<file path="src/rtl/rsra_pkg.sv">
package rsra_pkg;

    typedef enum logic [1:0] {
        ST_IDLE  = 2'd0,
        ST_WRITE = 2'd1,
        ST_FAULT = 2'd2
    } rsra_state_e;

    typedef enum logic [1:0] {
        LW_8  = 2'd0,
        LW_16 = 2'd1,
        LW_32 = 2'd2,
        LW_64 = 2'd3
    } lane_sel_e;

    localparam int SH_W  = 7;
    localparam int IMM_W = 7;

    typedef struct packed {
        logic             hit;
        logic             acc;
        logic             wide;
        logic             dec_err;
        logic             rsv_err;
        lane_sel_e        lsel;
        logic [SH_W-1:0]  shamt;
    } rsra_dec_t;

    localparam logic [6:0] CLASS_BITS = 7'b1011110;
    localparam logic [5:0] OPC_PLAIN  = 6'b001001;
    localparam logic [5:0] OPC_ACC    = 6'b001101;

endpackage

</file>
<file path="src/rtl/rsra_decode.sv">
module rsra_decode
    import rsra_pkg::*;
(
    input  logic [31:0] instr_i,
    output rsra_dec_t   dec_o
);

    logic [3:0]       lsz_field;
    logic [IMM_W-1:0] imm_all;
    logic [5:0]       opc;
    logic [7:0]       twice_w;

    always_comb begin
        lsz_field = instr_i[22:19];
        imm_all   = instr_i[22:16];
        opc       = instr_i[15:10];

        dec_o.hit  = (instr_i[31] == 1'b0) && (instr_i[29:23] == CLASS_BITS)
                     && ((opc == OPC_PLAIN) || (opc == OPC_ACC));
        dec_o.acc  = (opc == OPC_ACC);
        dec_o.wide = instr_i[30];

        if (lsz_field[3]) begin
            dec_o.lsel = LW_64;
            twice_w    = 8'd128;
        end else if (lsz_field[2]) begin
            dec_o.lsel = LW_32;
            twice_w    = 8'd64;
        end else if (lsz_field[1]) begin
            dec_o.lsel = LW_16;
            twice_w    = 8'd32;
        end else begin
            dec_o.lsel = LW_8;
            twice_w    = 8'd16;
        end

        dec_o.shamt   = SH_W'(twice_w - {1'b0, imm_all});
        dec_o.dec_err = dec_o.hit && (lsz_field == 4'b0000);
        dec_o.rsv_err = dec_o.hit && !dec_o.dec_err && !instr_i[30] && lsz_field[3];
    end

    always_comb begin
        if (dec_o.hit && !dec_o.dec_err) begin
            AST_SHAMT_IN_RANGE: assert (dec_o.shamt >= SH_W'(1) && dec_o.shamt <= SH_W'(64))
                else $error("shift count out of range");
        end
    end

endmodule

</file>
<file path="src/rtl/rsra_lane.sv">
module rsra_lane
    import rsra_pkg::*;
#(
    parameter int W = 8
) (
    input  logic [W-1:0]    x_i,
    input  logic [W-1:0]    acc_val_i,
    input  logic [SH_W-1:0] sh_i,
    input  logic            acc_en_i,
    output logic [W-1:0]    res_o
);

    logic [W-1:0] shifted;
    logic [W-1:0] below;
    logic [W-1:0] rounded;
    logic         rnd;

    always_comb begin
        shifted = x_i >> sh_i;
        below   = x_i >> (sh_i - SH_W'(1));
        rnd     = below[0];
        rounded = shifted + W'(rnd);
        res_o   = acc_en_i ? (acc_val_i + rounded) : rounded;
    end

    always_comb begin
        if ((sh_i == SH_W'(W)) && !acc_en_i) begin
            AST_FULL_SHIFT_TOPBIT: assert (res_o == W'(x_i[W-1]))
                else $error("full-width shift lost the rounding bit");
        end
    end

endmodule

</file>
<file path="src/rtl/rsra_vec.sv">
module rsra_vec
    import rsra_pkg::*;
#(
    parameter int VEC_W = 128
) (
    input  logic [VEC_W-1:0] src_i,
    input  logic [VEC_W-1:0] dst_i,
    input  rsra_dec_t        dec_i,
    output logic [VEC_W-1:0] res_o
);

    localparam int N_SIZES = 4;
    localparam int HALF_W  = VEC_W / 2;

    logic [VEC_W-1:0] cand [N_SIZES];
    logic [VEC_W-1:0] picked;

    for (genvar g = 0; g < N_SIZES; g++) begin : g_size
        localparam int LW = 8 << g;
        localparam int NL = VEC_W / LW;
        for (genvar l = 0; l < NL; l++) begin : g_lane
            rsra_lane #(.W(LW)) u_lane (
                .x_i      (src_i[l*LW +: LW]),
                .acc_val_i(dst_i[l*LW +: LW]),
                .sh_i     (dec_i.shamt),
                .acc_en_i (dec_i.acc),
                .res_o    (cand[g][l*LW +: LW])
            );
        end
    end

    always_comb begin
        unique case (dec_i.lsel)
            LW_8:    picked = cand[0];
            LW_16:   picked = cand[1];
            LW_32:   picked = cand[2];
            LW_64:   picked = cand[3];
            default: picked = '0;
        endcase
        res_o = picked;
        if (!dec_i.wide) begin
            res_o[VEC_W-1:HALF_W] = '0;
        end
    end

endmodule

</file>
<file path="src/rtl/rsra_unit.sv">
module rsra_unit
    import rsra_pkg::*;
#(
    parameter int VEC_W = 128
) (
    input  logic             clk,
    input  logic             rst_n,
    input  logic             in_valid,
    input  logic [31:0]      instr,
    input  logic [VEC_W-1:0] src_vec,
    input  logic [VEC_W-1:0] dst_vec,
    output logic             wr_en,
    output logic [VEC_W-1:0] wr_data,
    output logic             dec_err,
    output logic             rsv_err
);

    localparam int HALF_W = VEC_W / 2;

    rsra_dec_t        dec;
    logic [VEC_W-1:0] vec_res;
    rsra_state_e      state_q;
    rsra_state_e      state_d;
    logic [VEC_W-1:0] data_q;
    logic             dec_q;
    logic             rsv_q;
    logic             go_write;
    logic             go_fault;

    rsra_decode u_decode (
        .instr_i(instr),
        .dec_o  (dec)
    );

    rsra_vec #(.VEC_W(VEC_W)) u_vec (
        .src_i(src_vec),
        .dst_i(dst_vec),
        .dec_i(dec),
        .res_o(vec_res)
    );

    always_comb begin
        go_fault = in_valid && dec.hit && (dec.dec_err || dec.rsv_err);
        go_write = in_valid && dec.hit && !dec.dec_err && !dec.rsv_err;
    end

    // next-state logic: accept-write, accept-fault or drop from every state
    always_comb begin
        state_d = ST_IDLE;
        unique case (state_q)
            ST_IDLE, ST_WRITE, ST_FAULT: begin
                if (go_write)      state_d = ST_WRITE;
                else if (go_fault) state_d = ST_FAULT;
                else               state_d = ST_IDLE;
            end
            default: state_d = ST_IDLE;
        endcase
    end

    // state register
    always_ff @(posedge clk) begin
        if (!rst_n) state_q <= ST_IDLE;
        else        state_q <= state_d;
    end

    // output registers
    always_ff @(posedge clk) begin
        if (!rst_n) begin
            data_q <= '0;
            dec_q  <= 1'b0;
            rsv_q  <= 1'b0;
        end else begin
            if (go_write) data_q <= vec_res;
            if (go_fault) begin
                dec_q <= dec.dec_err;
                rsv_q <= dec.rsv_err;
            end
        end
    end

    always_comb begin
        wr_en   = (state_q == ST_WRITE);
        wr_data = data_q;
        dec_err = (state_q == ST_FAULT) && dec_q;
        rsv_err = (state_q == ST_FAULT) && rsv_q;
    end

    AST_WE_AFTER_VALID: assert property (@(posedge clk) disable iff (!rst_n)
        wr_en |-> $past(in_valid)) else $error("write without valid");
    AST_QUIET_NO_VALID: assert property (@(posedge clk) disable iff (!rst_n)
        !in_valid |=> !(wr_en || dec_err || rsv_err)) else $error("spurious output");
    AST_ONE_OUTCOME: assert property (@(posedge clk) disable iff (!rst_n)
        $countones({wr_en, dec_err, rsv_err}) <= 1) else $error("outcomes overlap");
    AST_DECERR_SOURCE: assert property (@(posedge clk) disable iff (!rst_n)
        dec_err |-> ($past(instr[22:19]) == 4'b0000)) else $error("bad dec_err");
    AST_RSVERR_SOURCE: assert property (@(posedge clk) disable iff (!rst_n)
        rsv_err |-> (!$past(instr[30]) && $past(instr[22]))) else $error("bad rsv_err");
    AST_NARROW_UPPER_ZERO: assert property (@(posedge clk) disable iff (!rst_n)
        (wr_en && !$past(instr[30])) |-> (wr_data[VEC_W-1:HALF_W] == '0))
        else $error("upper half not cleared");

endmodule

</file>
<file path="config.mk">
export PLATFORM = sky130hd
export DESIGN_NAME = rsra_unit
export DESIGN_NICKNAME = d
export VERILOG_FILES = /design/src/rtl/rsra_pkg.sv /design/src/rtl/rsra_decode.sv /design/src/rtl/rsra_lane.sv /design/src/rtl/rsra_vec.sv /design/src/rtl/rsra_unit.sv
export SDC_FILE = /design/constraint.sdc
export NUM_CORES = 2
export LEC_CHECK = 0
export BUFFER_PORTS_ARGS = -buffer_cell sky130_fd_sc_hd__buf_2
export CAP_MARGIN = 20
export CORE_AREA = 2 2 346 348
export CTS_CLUSTER_DIAMETER = 120
export DETAILED_ROUTE_END_ITERATION = 10
export DIE_AREA = 0 0 348 350
export GPL_TIMING_DRIVEN = 0
export PLACE_DENSITY = 0.73
export REMOVE_ABC_BUFFERS = 1
export SLEW_MARGIN = 0
export SYNTH_ARGS = -nofsm -noshare
export SYNTH_HDL_FRONTEND = slang
export SYNTH_SLANG_ARGS = --single-unit
</file>
<file path="constraint.sdc">
create_clock -name clk -period 15.4 [get_ports clk]
set_clock_uncertainty 0.2 [all_clocks]
set_input_delay 1.54 -clock clk [delete_from_list [all_inputs] [get_ports clk]]
set_output_delay 1.54 -clock clk [all_outputs]
set_load 0.02 [all_outputs]
</file>
Yosys cells after proc, flatten, opt, wreduce, memory -nomap -nowiden
Index checks and enable logic that the tools add are counted.
W data, S select, Z words.
{"block": "totals", "out_inout_bits": 131, "wordCells": 201, "regBits": 132}
{"block": "op_classes", "n_mux": 40, "add_sub_neg": 62, "n_shift": 60, "eq_ne": 8, "reduce_logical": 23, "bitwise": 3}
{"op": "$pmux W128 S4", "count": 1}
{"op": "$mux W64", "count": 3}
{"op": "$add A16 B1 Y16", "count": 8}
{"op": "$add A16 B16 Y16", "count": 8}
{"op": "$add A32 B1 Y32", "count": 4}
{"op": "$add A32 B32 Y32", "count": 4}
{"op": "$add A64 B1 Y64", "count": 2}
{"op": "$add A64 B64 Y64", "count": 2}
{"op": "$add A8 B1 Y8", "count": 16}
{"op": "$add A8 B8 Y8", "count": 16}
{"op": "$mux W16", "count": 8}
{"op": "$mux W32", "count": 4}
{"op": "$mux W8", "count": 16}
{"op": "$shr A16 B7 Y1", "count": 8}
{"op": "$shr A16 B7 Y16", "count": 8}
{"op": "$shr A32 B7 Y1", "count": 4}
{"op": "$shr A32 B7 Y32", "count": 4}
{"op": "$shr A64 B7 Y1", "count": 2}
{"op": "$shr A64 B7 Y64", "count": 2}
{"op": "$shr A8 B7 Y1", "count": 16}
{"op": "$shr A8 B7 Y8", "count": 16}
{"op": "$mux W7", "count": 2}
{"op": "$eq A6 B4 Y1 const B", "count": 2}
{"op": "$logic_and A1 B1 Y1", "count": 12}
{"op": "other kinds (15)", "count": 28}

Logic depth before layout (Yosys ltp)
{"block": "logic_depth", "ltp_word": 12, "mapped_depth": 52}

Modules after synthesis
From an unflattened synthesis, not the netlist that was laid out.
{"block": "hier_totals", "hier_cells": 10559, "area_unflattened_um2": 85891.1}
{"module": "rsra_lane (u_vec.g_size[2].g_lane[0].u_lane ...)", "seq_area_each_um2": 0.0, "instances": 4, "area_each_um2": 4873.4, "cells_each": 657}
{"module": "rsra_lane (u_vec.g_size[1].g_lane[1].u_lane ...)", "seq_area_each_um2": 0.0, "instances": 7, "area_each_um2": 2232.1, "cells_each": 270}
{"module": "rsra_lane (u_vec.g_size[3].g_lane[1].u_lane)", "seq_area_each_um2": 0.0, "instances": 1, "area_each_um2": 11950.2, "cells_each": 1564}
{"module": "rsra_lane (u_vec.g_size[3].g_lane[0].u_lane)", "seq_area_each_um2": 0.0, "instances": 1, "area_each_um2": 11906.4, "cells_each": 1519}
{"module": "rsra_lane (u_vec.g_size[0].g_lane[13].u_lane ...)", "seq_area_each_um2": 0.0, "instances": 12, "area_each_um2": 964.7, "cells_each": 112}
{"module": "rsra_unit", "seq_area_each_um2": 2642.5, "instances": 1, "area_each_um2": 5405.2, "cells_each": 574}
{"module": "rsra_vec", "seq_area_each_um2": 0.0, "instances": 1, "area_each_um2": 3477.1, "cells_each": 300}
{"module": "rsra_lane (u_vec.g_size[0].g_lane[0].u_lane ...)", "seq_area_each_um2": 0.0, "instances": 3, "area_each_um2": 991.0, "cells_each": 104}
{"module": "rsra_lane (u_vec.g_size[1].g_lane[0].u_lane)", "seq_area_each_um2": 0.0, "instances": 1, "area_each_um2": 2209.6, "cells_each": 276}
{"module": "rsra_lane (u_vec.g_size[0].g_lane[12].u_lane)", "seq_area_each_um2": 0.0, "instances": 1, "area_each_um2": 996.0, "cells_each": 114}
{"module": "rsra_decode", "seq_area_each_um2": 0.0, "instances": 1, "area_each_um2": 279.0, "cells_each": 38}

Least setup slack after synthesis
Ideal clock, no wire load.
{"block": "synth_path", "kind": "input to register", "start": "input instr[16]", "end": "register data_q[63], in the netlist wr_data[63]", "arrival_ns": 11.089, "cell_stages": 48, "setup_slack_ns": 3.992, "n_path_buf": 21, "path_cell_list": "buf_4 buf_6 buf_12 buf_6 buf_6 inv_1 buf_4 buf_1 ha_1 buf_6 buf_12 buf_12 buf_12 buf_8 buf_6 buf_8 buf_4 buf_4 (+12 left out) and2_1 nand4_4 or4_4 or4_1 and3_1 ha_1 clkbuf_1 a21o_1 a21o_1 a21oi_1 nor2_1 a2111oi_0 a31oi_1 a211oi_1 mux2i_1 or3b_1 a31oi_1 a21oi_1"}
{"block": "synth_via", "elab_chain_cells": 7, "word_cells_on_any_way": 23, "cone_classes": "add/sub (10); shift (8); mux (5)"}
{"element": "start: declaration", "line": "rsra_unit.sv:9", "text": "input logic [31:0] instr,"}
{"element": "$sub A7 B7 Y7 *", "line": "rsra_decode.sv:37", "text": "dec_o.shamt = SH_W'(twice_w - {1'b0, imm_all});"}
{"element": "$sub A7 B1 Y7", "line": "rsra_lane.sv:20", "text": "below = x_i >> (sh_i - SH_W'(1));"}
{"element": "$shr A64 B7 Y1 (tied with other cells)", "line": "rsra_lane.sv:20"}
{"element": "$add A64 B1 Y64 (tied with other cells)", "line": "rsra_lane.sv:22", "text": "rounded = shifted + W'(rnd);"}
{"element": "$add A64 B64 Y64 (tied with other cells)", "line": "rsra_lane.sv:23", "text": "res_o = acc_en_i ? (acc_val_i + rounded) : rounded;"}
{"element": "$mux W64 (tied with other cells)", "line": "rsra_lane.sv:23"}
{"element": "$pmux W128 S4 *", "line": "rsra_vec.sv:33", "text": "unique case (dec_i.lsel)"}
{"element": "end signal: assignment", "line": "rsra_unit.sv:73", "text": "if (go_write) data_q <= vec_res;"}
{"element": "end: declaration", "line": "rsra_unit.sv:24", "text": "logic [VEC_W-1:0] data_q;"}
Every way passes the cells marked *; elsewhere a longest branch is shown, timed or not.
A chain may end at the register's enable or synchronous reset.

Worst setup path after layout
{"block": "layout_path", "start": "input instr[22]", "end": "register data_q[126], in the netlist wr_data[126]"}
{"block": "layout_via", "elab_chain_cells": 9, "word_cells_on_any_way": 39, "cone_classes": "add/sub (10); eq/ne (3); shift (8); mux (8); reduce/logical (10)"}
{"element": "$mux W7", "line": "rsra_decode.sv:23", "text": "if (lsz_field[3]) begin"}
{"element": "$sub A7 B7 Y7", "line": "rsra_decode.sv:37"}
{"element": "$sub A7 B1 Y7", "line": "rsra_lane.sv:20"}
{"element": "$shr A64 B7 Y1 (tied with other cells)", "line": "rsra_lane.sv:20"}
{"element": "$add A64 B1 Y64 (tied with other cells)", "line": "rsra_lane.sv:22"}
{"element": "$add A64 B64 Y64 (tied with other cells)", "line": "rsra_lane.sv:23"}
{"element": "$mux W64 (tied with other cells)", "line": "rsra_lane.sv:23"}
{"element": "$pmux W128 S4", "line": "rsra_vec.sv:33"}
{"element": "$mux W64", "line": "rsra_vec.sv:41", "text": "if (!dec_i.wide) begin"}
Several ways; a longest one is shown, not always the timed one.

==> results by group <==
Run status
  – Status: finished with violations
  – Violated checks: design-rule violations, negative setup slack

Yosys
  – Adder-cell area share of the yosys netlist: 0.126
  – Async SR Flop Fraction: 0
  – Synthesis warning total: 0
  – Netlist cell types: roughly 140
  – XOR/XNOR Fraction of Synth Area: 0.119
  – Syn Area/Cell: 7.30 sq um
  – Seq cells post-synth: about 130
  – Mux cell area share after synthesis: 0.127
  – Post-synth EDFFs: 0
  – Sequential share of the synthesized area: 0.0450
  – Leading area contributor after synthesis: ha_1
  – Top cell type's share of synthesized area: 0.116
  – Compound-Gate Fraction of Synth Area: 0.284
  – Synth Flop Type: dfxtp_1
  – Main combinational cell family by area after synthesis: compound AO/OA/AOI/OAI gates
  – Post-Syn Area: 0.0588 sq mm
  – Mapped Cells: 8048
  – Simple-Gate Fraction of Synth Area: 0.243
  – Ranking of synthesized cells by area: ha_1, xnor2_1, mux4_2

Setup path
  – Crit-path leading delay family: compound AO/OA/AOI/OAI gates
  – CP most frequent cell: buf_16
  – Slowest cell on crit path: a2111oi_4
  – Buf/Inv on CP: 7
  – CP max FO: 47
  – Critical Path AT: 15.86 ns
  – Critical path required time: 15.66 ns
  – Setup CP Type: input port to flip-flop
  – Worst path max stage delay: 0.91 ns
  – Launching element type of the critical path: input port
  – Crit end category: flip-flop

Clock tree
  – TritonCTS Buffers: 17
  – Skew-Pair Late Insertion Delay: ~0.59 ns
  – H-tree level count: 4
  – Clock slew at reported path FFs: 0.07 ns
  – Maximum clock path buffer count: 2
  – Root buffer cell: clkbuf_16
  – Clock sinks: between 100 and 150
  – CTS tree: built

Floorplanning
  – Total die area: ~0.12 sq mm
  – Core Box Area: 0.118 sq mm
  – Starting Density: 0.499
  – Row count: 126
  – Die X: 348 microns
  – Die height: between 300 and 400 microns
  – Io pins: 422

Global route
  – Tot GR Track Use: 0.495
  – Global-route wire length before repair: 449000 microns
  – Vias in the first global route: 65600
  – Antenna violations before repair: 57
  – Largest net degree at the start of global routing: 137
  – Grt total ovfl: 0

Routing
  – Antenna Violating Nets Remaining: 0
  – Iter 0 DRT Violations: 11400
  – Vias per inst: 7.41
  – DR WL/cell: between 30 and 40 microns
  – Detailed Route WL: around 320000 microns
  – DRT Pass-1 Iters: 10
  – DR DRC count: 4
  – Vias: 72100

Power
  – Maximum vdd ir drop: 0.129 mV
  – Power density over the cells: 63.7 mW/mm^2
  – Leak pwr: 26.5 nW
  – Final Power: 0.00409 W

Job
  – Max Cap Violations: 0

STA
  – Post-route setup slack: -0.202 ns
  – F_max: 0.0641 GHz
  – Relative slew margins: 0.0983
  – Setup violators final: 3
  – Hold_ws: ~0.25 ns
  – Final Cycle Share: 1.01
  – Final slew viol count: 0
  – RSZ-0062 raised after global routing: false
  – Setup_tns: -0.342 ns
  – Final hold vios: 0
  – Final min period: roughly 16 ns
  – Worst slew pin tran: 1.34 ns

Min path
  – HP Class: flip-flop to flip-flop

Placed design
  – Final HPWL DP: 245000 microns
  – GPL Wtd Cong: 1.07
  – IO buf count: 411

Final layout
  – Fillers: 11500
  – Layout cells sized above 1: 0.132
  – Fin nets: 9000
  – Synth-to-Final Area Change: 9.24%
  – Multi-input gate area: approximately 0.053 sq mm
  – Register area: 0.00264 sq mm
  – Final core occ: 0.545
## stage by stage
step / std cells / setup WS, ns / instance area (sq um)
6_report: 9729 / -0.202 / 64200
5_1_grt: 9704 / 0.00396 / 64100
4_1_cts: 9667 / 0.426 / 63900
3_5_place_dp: 9635 / -0.0954 / 63300
3_3_place_gp: 9503 / -27.96 / 60100
2_1_floorplan: 7556 / -1.40 / 56200
## flip-flops by register name, indices dropped and copies added, names as in the netlist
name and count:
state_q 2, wr_data 128, dec_q 1, rsv_q 1
## logic make-up (layout without fill, tap and decap cells)
| group | after synthesis | count (layout) |
|---|---|---|
| buffers and inverters | 691 | 789 |
| multiplexers | 514 | 514 |
| AO/OA/AOI/OAI | 2482 | 2482 |
| other | 0 | 47 |
| flip-flops | 132 | 132 |
| adder cells (fa/ha/maj) | 576 | 576 |
| XOR/XNOR | 789 | 789 |
| AND/OR/NAND/NOR | 2864 | 2864 |
## placed cells by master, fill, tap and decap left out, types with 244 or more instances in the layout
cell type | synthesis | final
nor2_1 | 745 | 728
xnor2_1 | 477 | 476
ha_1 | 546 | 544
nor3_1 | 246 | 244
xor2_1 | 308 | 308
a21oi_1 | 661 | 656
nand3_1 | 258 | 256
nand2_1 | 758 | 745
buf_2 | 79 | 414
o21ai_0 | 445 | 444
## power by group
part | internal, W | switching [W] | total (W)
sequential | 0.000341 | 0.00000000735 | 0.000341
combinational | 0.00113 | 0.00211 | 0.00324
clock | 0.000266 | 0.000240 | 0.000506
## cell usage after synthesis (30+ instances only)
library cell  number
and3_1           104
a31oi_1           98
or2_2             39
inv_1            193
nand2_1          758
or3_1             69
mux2_2           103
dfxtp_1          132
or4_1             30
ha_1             546
buf_4             36
buf_6             38
nand2b_1          94
o21ai_0          445
nor4_1            71
mux2i_1          239
a22oi_1           41
o21bai_1          70
a211oi_1         119
mux4_2           154
a21o_1           220
o221ai_1          33
xnor2_1          477
a2111oi_0         33
buf_1             57
o211ai_1         118
buf_2             79
and2_1            72
o31ai_1           54
fa_1              30
xor2_1           308
nor3_1           246
nor2b_1           66
a221o_1           31
o21a_1            67
a21oi_1          661
nand3_1          258
nor3b_1           34
a221oi_1          67
o22ai_1           45
clkbuf_1         266
nor2_1           745
nand4_1          102
## worst reg2reg max path, delay by kind of cell, from the launching register on
kind / cells / cell delay (ns)
AO/OA/AOI/OAI: 4 / 0.91
flip-flops: 1 / 0.34
AND/OR/NAND/NOR: 1 / 0.11
## final timing paths
path	slack (ns)	startpoint	endpoint	depth (start not counted)
setup / recovery	-0.20	instr[22]	wr_data[126]	36
hold / removal	0.25	wr_data[118]	wr_data[118]	2
setup reg to reg	13.72	wr_data[124]	wr_data[124]	5
hold reg to reg	0.25	wr_data[118]	wr_data[118]	2
## metal layers
metal | up-vias | track usage | wire length, microns
met2 | 5748 | 0.698 | 125000
li1 | 30700 | - | -
met1 | 34200 | 0.621 | 118000
met3 | 1415 | 0.194 | 48000
met4 | 30 | 0.322 | 24200
met5 | - | 0.0204 | 415
## final cells by class
cell class,count,share of cell area
multi-input cells,7225,0.829
repair buffers,558,0.0768
flip-flops and latches,132,0.0412
well taps,1536,0.0299
inverters,199,0.0117
clock buffers,23,0.00745
clock inverters,9,0.00197
diodes,47,0.00183
## repair_timing
item	4_1_cts	5_1_grt
gates resized for setup	0	3
endpoints found under the setup margin	0	9
hold buffers	0	0
setup buffers	0	0
(Power assumes the default switching activity.)
